--- src/rtl/amap_pkg.sv ---
// Shared types and constants for the auxiliary bank mapper.
// Assumes a 16-bit processor address space.
package amap_pkg;
    typedef enum logic [2:0] {
        TGT_NONE   = 3'd0,
        TGT_MAIN   = 3'd1,
        TGT_AUX    = 3'd2,
        TGT_SYSROM = 3'd3,
        TGT_PERIPH = 3'd4,
        TGT_IO     = 3'd5
    } tgt_e;

    typedef enum logic [3:0] {
        RG_ZP,
        RG_GEN,
        RG_TEXT,
        RG_HIRES,
        RG_IO,
        RG_SLOT,
        RG_C3,
        RG_C6,
        RG_LCB,
        RG_UPPER
    } region_e;

    localparam int unsigned AW = 16;
    localparam logic [AW-1:0] ZP_END     = 16'h01FF;
    localparam logic [AW-1:0] TEXT_LO    = 16'h0400;
    localparam logic [AW-1:0] TEXT_HI    = 16'h07FF;
    localparam logic [AW-1:0] HIRES_LO   = 16'h2000;
    localparam logic [AW-1:0] HIRES_HI   = 16'h3FFF;
    localparam logic [AW-1:0] IO_LO      = 16'hC000;
    localparam logic [AW-1:0] IO_HI      = 16'hC0FF;
    localparam logic [AW-1:0] SLOT_HI    = 16'hCFFF;
    localparam logic [AW-1:0] C3_LO      = 16'hC300;
    localparam logic [AW-1:0] C3_HI      = 16'hC3FF;
    localparam logic [AW-1:0] C6_LO      = 16'hC600;
    localparam logic [AW-1:0] C6_HI      = 16'hC6FF;
    localparam logic [AW-1:0] LCB_HI     = 16'hDFFF;
    localparam logic [AW-1:0] BANK1_DIFF = 16'h1000;
endpackage

--- src/rtl/amap_region_dec.sv ---
// Region decoder: classifies an address into one region, resolving
// overlaps by fixed precedence (slot overlays and I/O before the slot
// window, text/hi-res pages before general RAM).
module amap_region_dec
    import amap_pkg::*;
#(
    parameter int unsigned ADDR_W = AW
) (
    input  logic [ADDR_W-1:0] addr,
    output region_e           region
);
    // Priority classification from most specific to most general.
    always_comb begin
        if (addr >= C6_LO && addr <= C6_HI)            region = RG_C6;
        else if (addr >= C3_LO && addr <= C3_HI)       region = RG_C3;
        else if (addr >= IO_LO && addr <= IO_HI)       region = RG_IO;
        else if (addr > IO_HI && addr <= SLOT_HI)      region = RG_SLOT;
        else if (addr > SLOT_HI && addr <= LCB_HI)     region = RG_LCB;
        else if (addr > LCB_HI)                        region = RG_UPPER;
        else if (addr <= ZP_END)                       region = RG_ZP;
        else if (addr >= TEXT_LO && addr <= TEXT_HI)   region = RG_TEXT;
        else if (addr >= HIRES_LO && addr <= HIRES_HI) region = RG_HIRES;
        else                                           region = RG_GEN;
    end
endmodule

--- src/rtl/amap_ram_sel.sv ---
// RAM bank selector: decides whether an access lands in RAM and, if so,
// which bank. Read and write bank choices are made independently.
module amap_ram_sel
    import amap_pkg::*;
(
    input  region_e region,
    input  logic    wr,
    input  logic    zp_aux,
    input  logic    rd_aux,
    input  logic    wr_aux,
    input  logic    store80,
    input  logic    page_sel,
    input  logic    lc_rd_ram,
    input  logic    lc_wr_en,
    input  logic    lc_bank2,
    output logic    ram_hit,
    output logic    use_aux,
    output logic    bank1_shift
);
    logic gen_aux;

    // Bank picked by the general read/write switches for this direction.
    always_comb gen_aux = wr ? wr_aux : rd_aux;

    // Per-region RAM hit and bank selection.
    always_comb begin
        ram_hit     = 1'b0;
        use_aux     = 1'b0;
        bank1_shift = 1'b0;
        unique case (region)
            RG_ZP: begin
                ram_hit = 1'b1;
                use_aux = zp_aux;
            end
            RG_TEXT: begin
                ram_hit = 1'b1;
                use_aux = store80 ? page_sel : gen_aux;
            end
            RG_HIRES, RG_GEN: begin
                ram_hit = 1'b1;
                use_aux = gen_aux;
            end
            RG_LCB, RG_UPPER: begin
                ram_hit     = wr ? lc_wr_en : lc_rd_ram;
                use_aux     = zp_aux;
                bank1_shift = (region == RG_LCB) && !lc_bank2;
            end
            default: ;
        endcase
    end
endmodule

--- src/rtl/amap_rom_sel.sv ---
// ROM selector: routes reads of the ROM-backed regions to system or
// peripheral ROM and computes the ROM offset. Writes never hit ROM.
module amap_rom_sel
    import amap_pkg::*;
#(
    parameter int unsigned ADDR_W = AW
) (
    input  region_e           region,
    input  logic [ADDR_W-1:0] addr,
    input  logic              wr,
    input  logic              cx_rom_int,
    input  logic              c3_rom_int,
    input  logic              lc_rd_ram,
    output logic              rom_hit,
    output tgt_e              rom_tgt,
    output logic [ADDR_W-1:0] rom_off
);
    localparam int unsigned PAGE_W = 8;
    logic [ADDR_W-1:0] low_page;

    // Offset within a 256-byte page.
    always_comb low_page = {{(ADDR_W-PAGE_W){1'b0}}, addr[PAGE_W-1:0]};

    // ROM source and offset for read accesses.
    always_comb begin
        rom_hit = 1'b0;
        rom_tgt = TGT_SYSROM;
        rom_off = addr;
        if (!wr) begin
            unique case (region)
                RG_SLOT: rom_hit = 1'b1;
                RG_C3: begin
                    rom_hit = 1'b1;
                    if (c3_rom_int) rom_off = low_page;
                end
                RG_C6: begin
                    rom_hit = 1'b1;
                    if (cx_rom_int) begin
                        rom_tgt = TGT_PERIPH;
                        rom_off = low_page;
                    end
                end
                RG_LCB, RG_UPPER: rom_hit = !lc_rd_ram;
                default: ;
            endcase
        end
    end
endmodule

--- src/rtl/aux_bank_mapper.sv ---
// Top of the auxiliary bank mapper. Combinational: target, offset and
// write strobe follow the address and switch inputs in the same cycle.
// Assumes the caller qualifies mem_we with its own bus cycle timing.
module aux_bank_mapper
    import amap_pkg::*;
#(
    parameter int unsigned ADDR_W = AW
) (
    input  logic [ADDR_W-1:0] addr,
    input  logic              wr,
    input  logic              zp_aux,
    input  logic              rd_aux,
    input  logic              wr_aux,
    input  logic              store80,
    input  logic              page_sel,
    input  logic              cx_rom_int,
    input  logic              c3_rom_int,
    input  logic              lc_rd_ram,
    input  logic              lc_wr_en,
    input  logic              lc_bank2,
    output logic [2:0]        target,
    output logic [ADDR_W-1:0] phys_off,
    output logic              mem_we
);
    localparam int unsigned PAGE_W = 8;

    region_e           region;
    logic              ram_hit, use_aux, bank1_shift;
    logic              rom_hit;
    tgt_e              rom_tgt;
    logic [ADDR_W-1:0] rom_off;
    tgt_e              tgt;

    amap_region_dec #(.ADDR_W(ADDR_W)) u_dec (
        .addr   (addr),
        .region (region)
    );

    amap_ram_sel u_ram (
        .region      (region),
        .wr          (wr),
        .zp_aux      (zp_aux),
        .rd_aux      (rd_aux),
        .wr_aux      (wr_aux),
        .store80     (store80),
        .page_sel    (page_sel),
        .lc_rd_ram   (lc_rd_ram),
        .lc_wr_en    (lc_wr_en),
        .lc_bank2    (lc_bank2),
        .ram_hit     (ram_hit),
        .use_aux     (use_aux),
        .bank1_shift (bank1_shift)
    );

    amap_rom_sel #(.ADDR_W(ADDR_W)) u_rom (
        .region     (region),
        .addr       (addr),
        .wr         (wr),
        .cx_rom_int (cx_rom_int),
        .c3_rom_int (c3_rom_int),
        .lc_rd_ram  (lc_rd_ram),
        .rom_hit    (rom_hit),
        .rom_tgt    (rom_tgt),
        .rom_off    (rom_off)
    );

    // Merge: I/O first, then RAM, then ROM, otherwise drop the access.
    always_comb begin
        tgt      = TGT_NONE;
        phys_off = addr;
        mem_we   = 1'b0;
        if (region == RG_IO) begin
            tgt      = TGT_IO;
            phys_off = {{(ADDR_W-PAGE_W){1'b0}}, addr[PAGE_W-1:0]};
        end else if (ram_hit) begin
            tgt      = use_aux ? TGT_AUX : TGT_MAIN;
            phys_off = bank1_shift ? (addr - BANK1_DIFF) : addr;
            mem_we   = wr;
        end else if (rom_hit) begin
            tgt      = rom_tgt;
            phys_off = rom_off;
        end
    end

    always_comb target = tgt;

    // Cross-checks between decoder, selectors and merged outputs.
    always_comb begin
        a_r12_we_only_ram_write: assert (!mem_we || (wr && (tgt == TGT_MAIN || tgt == TGT_AUX)))
            else $error("R12: write strobe without RAM write");
        a_r5_io_no_we: assert (region != RG_IO || (tgt == TGT_IO && !mem_we))
            else $error("R5: I/O page produced memory access");
        a_r6_rom_write_dropped: assert (!(wr && (region == RG_SLOT || region == RG_C3 || region == RG_C6)) || tgt == TGT_NONE)
            else $error("R6: write into ROM window not dropped");
        a_r3_text_override: assert (!(region == RG_TEXT && store80) || ((tgt == TGT_AUX) == page_sel))
            else $error("R3: text page ignored page select");
        a_r1_zp_bank: assert (region != RG_ZP || ((tgt == TGT_AUX) == zp_aux))
            else $error("R1: page zero bank mismatch");
        a_r11_lc_write_block: assert (!(wr && !lc_wr_en && (region == RG_LCB || region == RG_UPPER)) || !mem_we)
            else $error("R11: blocked language-card write strobed");
    end
endmodule

--- config.mk ---
export PLATFORM = sky130hd
export DESIGN_NAME = aux_bank_mapper
export DESIGN_NICKNAME = d
export VERILOG_FILES = /design/src/rtl/amap_pkg.sv /design/src/rtl/amap_region_dec.sv /design/src/rtl/amap_ram_sel.sv /design/src/rtl/amap_rom_sel.sv /design/src/rtl/aux_bank_mapper.sv
export SDC_FILE = /design/constraint.sdc
export NUM_CORES = 1
export LEC_CHECK = 0
export BUFFER_PORTS_ARGS = -buffer_cell sky130_fd_sc_hd__buf_2
export CORE_MARGIN = 5
export CORE_UTILIZATION = 48
export DETAILED_ROUTE_END_ITERATION = 8
export PLACE_DENSITY_LB_ADDON = 0.1
export SYNTH_ARGS = -nofsm -noshare
export SYNTH_HDL_FRONTEND = slang
export SYNTH_HIERARCHICAL = 1
export SYNTH_SLANG_ARGS = --single-unit
--- constraint.sdc ---
create_clock -name vclk -period 3.7
set_input_delay 0.555 -clock vclk [all_inputs]
set_output_delay 0.555 -clock vclk [all_outputs]
set_load 0.1 [all_outputs]
==> metrics.csv <==
stage,metric,value,unit
sta,max-slew-margin-rel,56.15,%
place,placed_area,0.001396,mm^2
floorplanning,ioPinCount,47,
critical_path,crit_chain,buf_2 -> or4_1 -> o31a_1 -> o32a_1 -> buf_4 -> nand2b_1 -> a21oi_4 -> nor2b_1 -> a211oi_1 -> a211oi_2 -> buf_12,
power,seq_power_share,0,%
global_route,grt_usage,16.86,%
worst_hold_path,holdCritStartpoint,addr[6],
logic_synthesis,synthMostInstantiatedCell,nor2b_1,
route,drt_iter0_drc,21,
logic_synthesis,synthTopCellsByArea,"mux2_4, nor2b_1, buf_4",
sta,final-hold-violation-count,0,
place,pre_cts_slack,91.19,ps
route,routed_wl,2345,um
sta,setup_viol,0,
route,routedWlPerCell,13.10,um
global_route,grt_first_pass_wirelength,3677,um
floorplanning,die_h,52.10,um
logic_synthesis,netlist_instances,113,
finish,syn_to_final_growth,65.00,%
critical_path,cp_slowest_stage_delay,530,ps
sta,fmax,280.5,MHz
finish,regArea,0,um^2
power,p_leak,0.6319,nW
route,dr.pass1.iters,4,
critical_path,critical_path_class,input port to output pin,
power,p_comb_share,100.0,%
sta,min_period,3565,ps
global_route,grt_pass1_vias,917,
place,port_buffers,47,
power,power.share.switching,63.53,%
logic_synthesis,syn_area,850.8,um^2
logic_synthesis,synth_cell_types,35,
route,route.detailed.drc,0,
critical_path,crit_path_end_kind,output pin,
finish,finalNonFillerCells,179,
global_route,grt_max_degree,12,
sta,post-route-period-util,96.35,%
floorplanning,core,0.001708,mm^2
clocking,postCtsHoldBufs,0,
global_route,grt_overflow,0,
critical_path,cp_slowest_cell,or4_1,
finish,fin_nets,184,
worst_hold_path,hold-path-cell-count,3,
sta,layout_setup_ws,135.1,ps
power,power_frac_clock,0,%
finish,n_sequential_cell,0,
critical_path,cp_max_fo,10,
logic_synthesis,synth_fp_nets,141,
logic_synthesis,yosys_warnings,6,
power,p_total,0.2887,mW
logic_synthesis,synth_largest_area_cell,mux2_4,
place,place.gp.congestion,0.9452,
power,p_sw,0.1834,mW
finish,clkbuf_count,0,
power,peakVddDrop,0.1248,mV
floorplanning,die_x,52.10,um
place,dp_cells,179,
logic_synthesis,synth_top_area_share,14.12,%
sta,worst_slew_pin_slew,652.8,ps
route,vias,936,
route,ant_nets,0,
floorplanning,start_util,49.82,%
place,hpwl,2047,um
flow_run,maxCapViolCount,0,
finish,final_util,82.20,%
critical_path,cp.arrival,3010,ps
floorplanning,rows,15,
run_status,status,"complete, no violations",
logic_synthesis,postSynthAreaPerCell,7.529,um^2
power,powerDensity,205.6,mW/mm^2
worst_hold_path,hold_class,input port to output pin,
sta,slew_violations,0,
sta,grt_setup_unrepaired,no,
finish,n_antenna_cell,0,
critical_path,start_kind,input port,
global_route,antenna_found_initial,0,
finish,stdcell_area,0.001404,mm^2
logic_synthesis,synth-seq-area-share,0,%
logic_synthesis,synthTopCellsByCount,"nor2b_1, nor2_1, buf_4, mux2_4",
critical_path,cp.required,3140,ps
power,internal_power,0.1053,mW
route,viasPerCell,5.229,
finish,drive_above_1_share,51.30,%
worst_hold_path,min_to,phys_off[6],
finish,num-fill-cells,111,
floorplanning,die_area,0.002714,mm^2
==> through the flow <==
step / TNS [ps] / hold slack, ps
2_1_floorplan: -1085 / 1359
3_3_place_gp: 0 / 1507
3_5_place_dp: 0 / 1510
4_1_cts: 0 / 1510
5_1_grt: 0 / 1517
6_report: 0 / 1507
==> cell usage in the layout, fill, tap and decap left out, types with 2 or more instances in the layout <==
cell,netlist,final
mux2_4,8,8
nor2b_1,14,14
or4_1,2,2
buf_12,0,19
nor2b_4,2,2
xor2_1,4,4
inv_1,6,6
a21oi_1,4,4
buf_4,10,8
nand2_1,7,7
a211oi_2,0,3
o21ai_0,4,3
mux2i_1,7,7
nor2_2,0,6
a211oi_1,6,2
nand2b_1,2,2
nor2_1,13,7
buf_2,0,28
o211ai_1,2,2
==> logic make-up after synthesis <==
logic type | synth area share, %
muxes | 22.35
AOI/OAI and AO/OA | 19.85
xor gates and xnor gates | 5.147
adders and majority gates | 1.470
buffers and inverters | 15.88
and+or+nand+nor | 35.29
==> layer usage <==
layer,track usage (%),wire [um],vias to the layer above
met4,3.057,27,0
met2,32.01,1224,30
met3,0.5731,100,2
met1,20.82,993,429
li1,-,-,475
met5,0,0,-
==> layout make-up <==
class / instances / area [um^2] / share of cell area [%]
tap: 25 / 31.28 / 2.228
timing repair buffer: 55 / 580.6 / 41.35
multi-input combinational: 93 / 769.5 / 54.81
inverter: 6 / 22.52 / 1.604
==> worst max-delay path, delay by kind of cell <==
family,cells,cell delay [ps]
compound gates,5,1160
buf+inv,3,510
simple gates,3,790
==> power groups by stage <==
stage	clock, mW	sequential, mW	combinational (mW)
global placement	0	0	0.284
finish	0	0	0.289
CTS	0	0	0.289
detailed placement	0	0	0.289
floorplan	0	0	0.189
global route	0	0	0.299
==> worst max-delay path by stage <==
stage              from            to  slack [ps]  depth (start not counted)
3_5_place_dp   addr[13]  phys_off[15]          90                         11
4_1_cts        addr[13]  phys_off[15]          80                         11
3_3_place_gp   addr[13]  phys_off[15]         170                         11
5_1_grt        addr[13]  phys_off[14]          10                         11
2_1_floorplan  addr[13]  phys_off[15]        -430                          8
6_report       addr[13]  phys_off[15]         140                         11
==> timing repair <==
item / in CTS / in global routing
resized for setup: 0 / 1
setup buffers: 0 / 0
endpoints found under the setup margin: 0 / 3
Note: power is estimated with default switching activity, not from simulation.
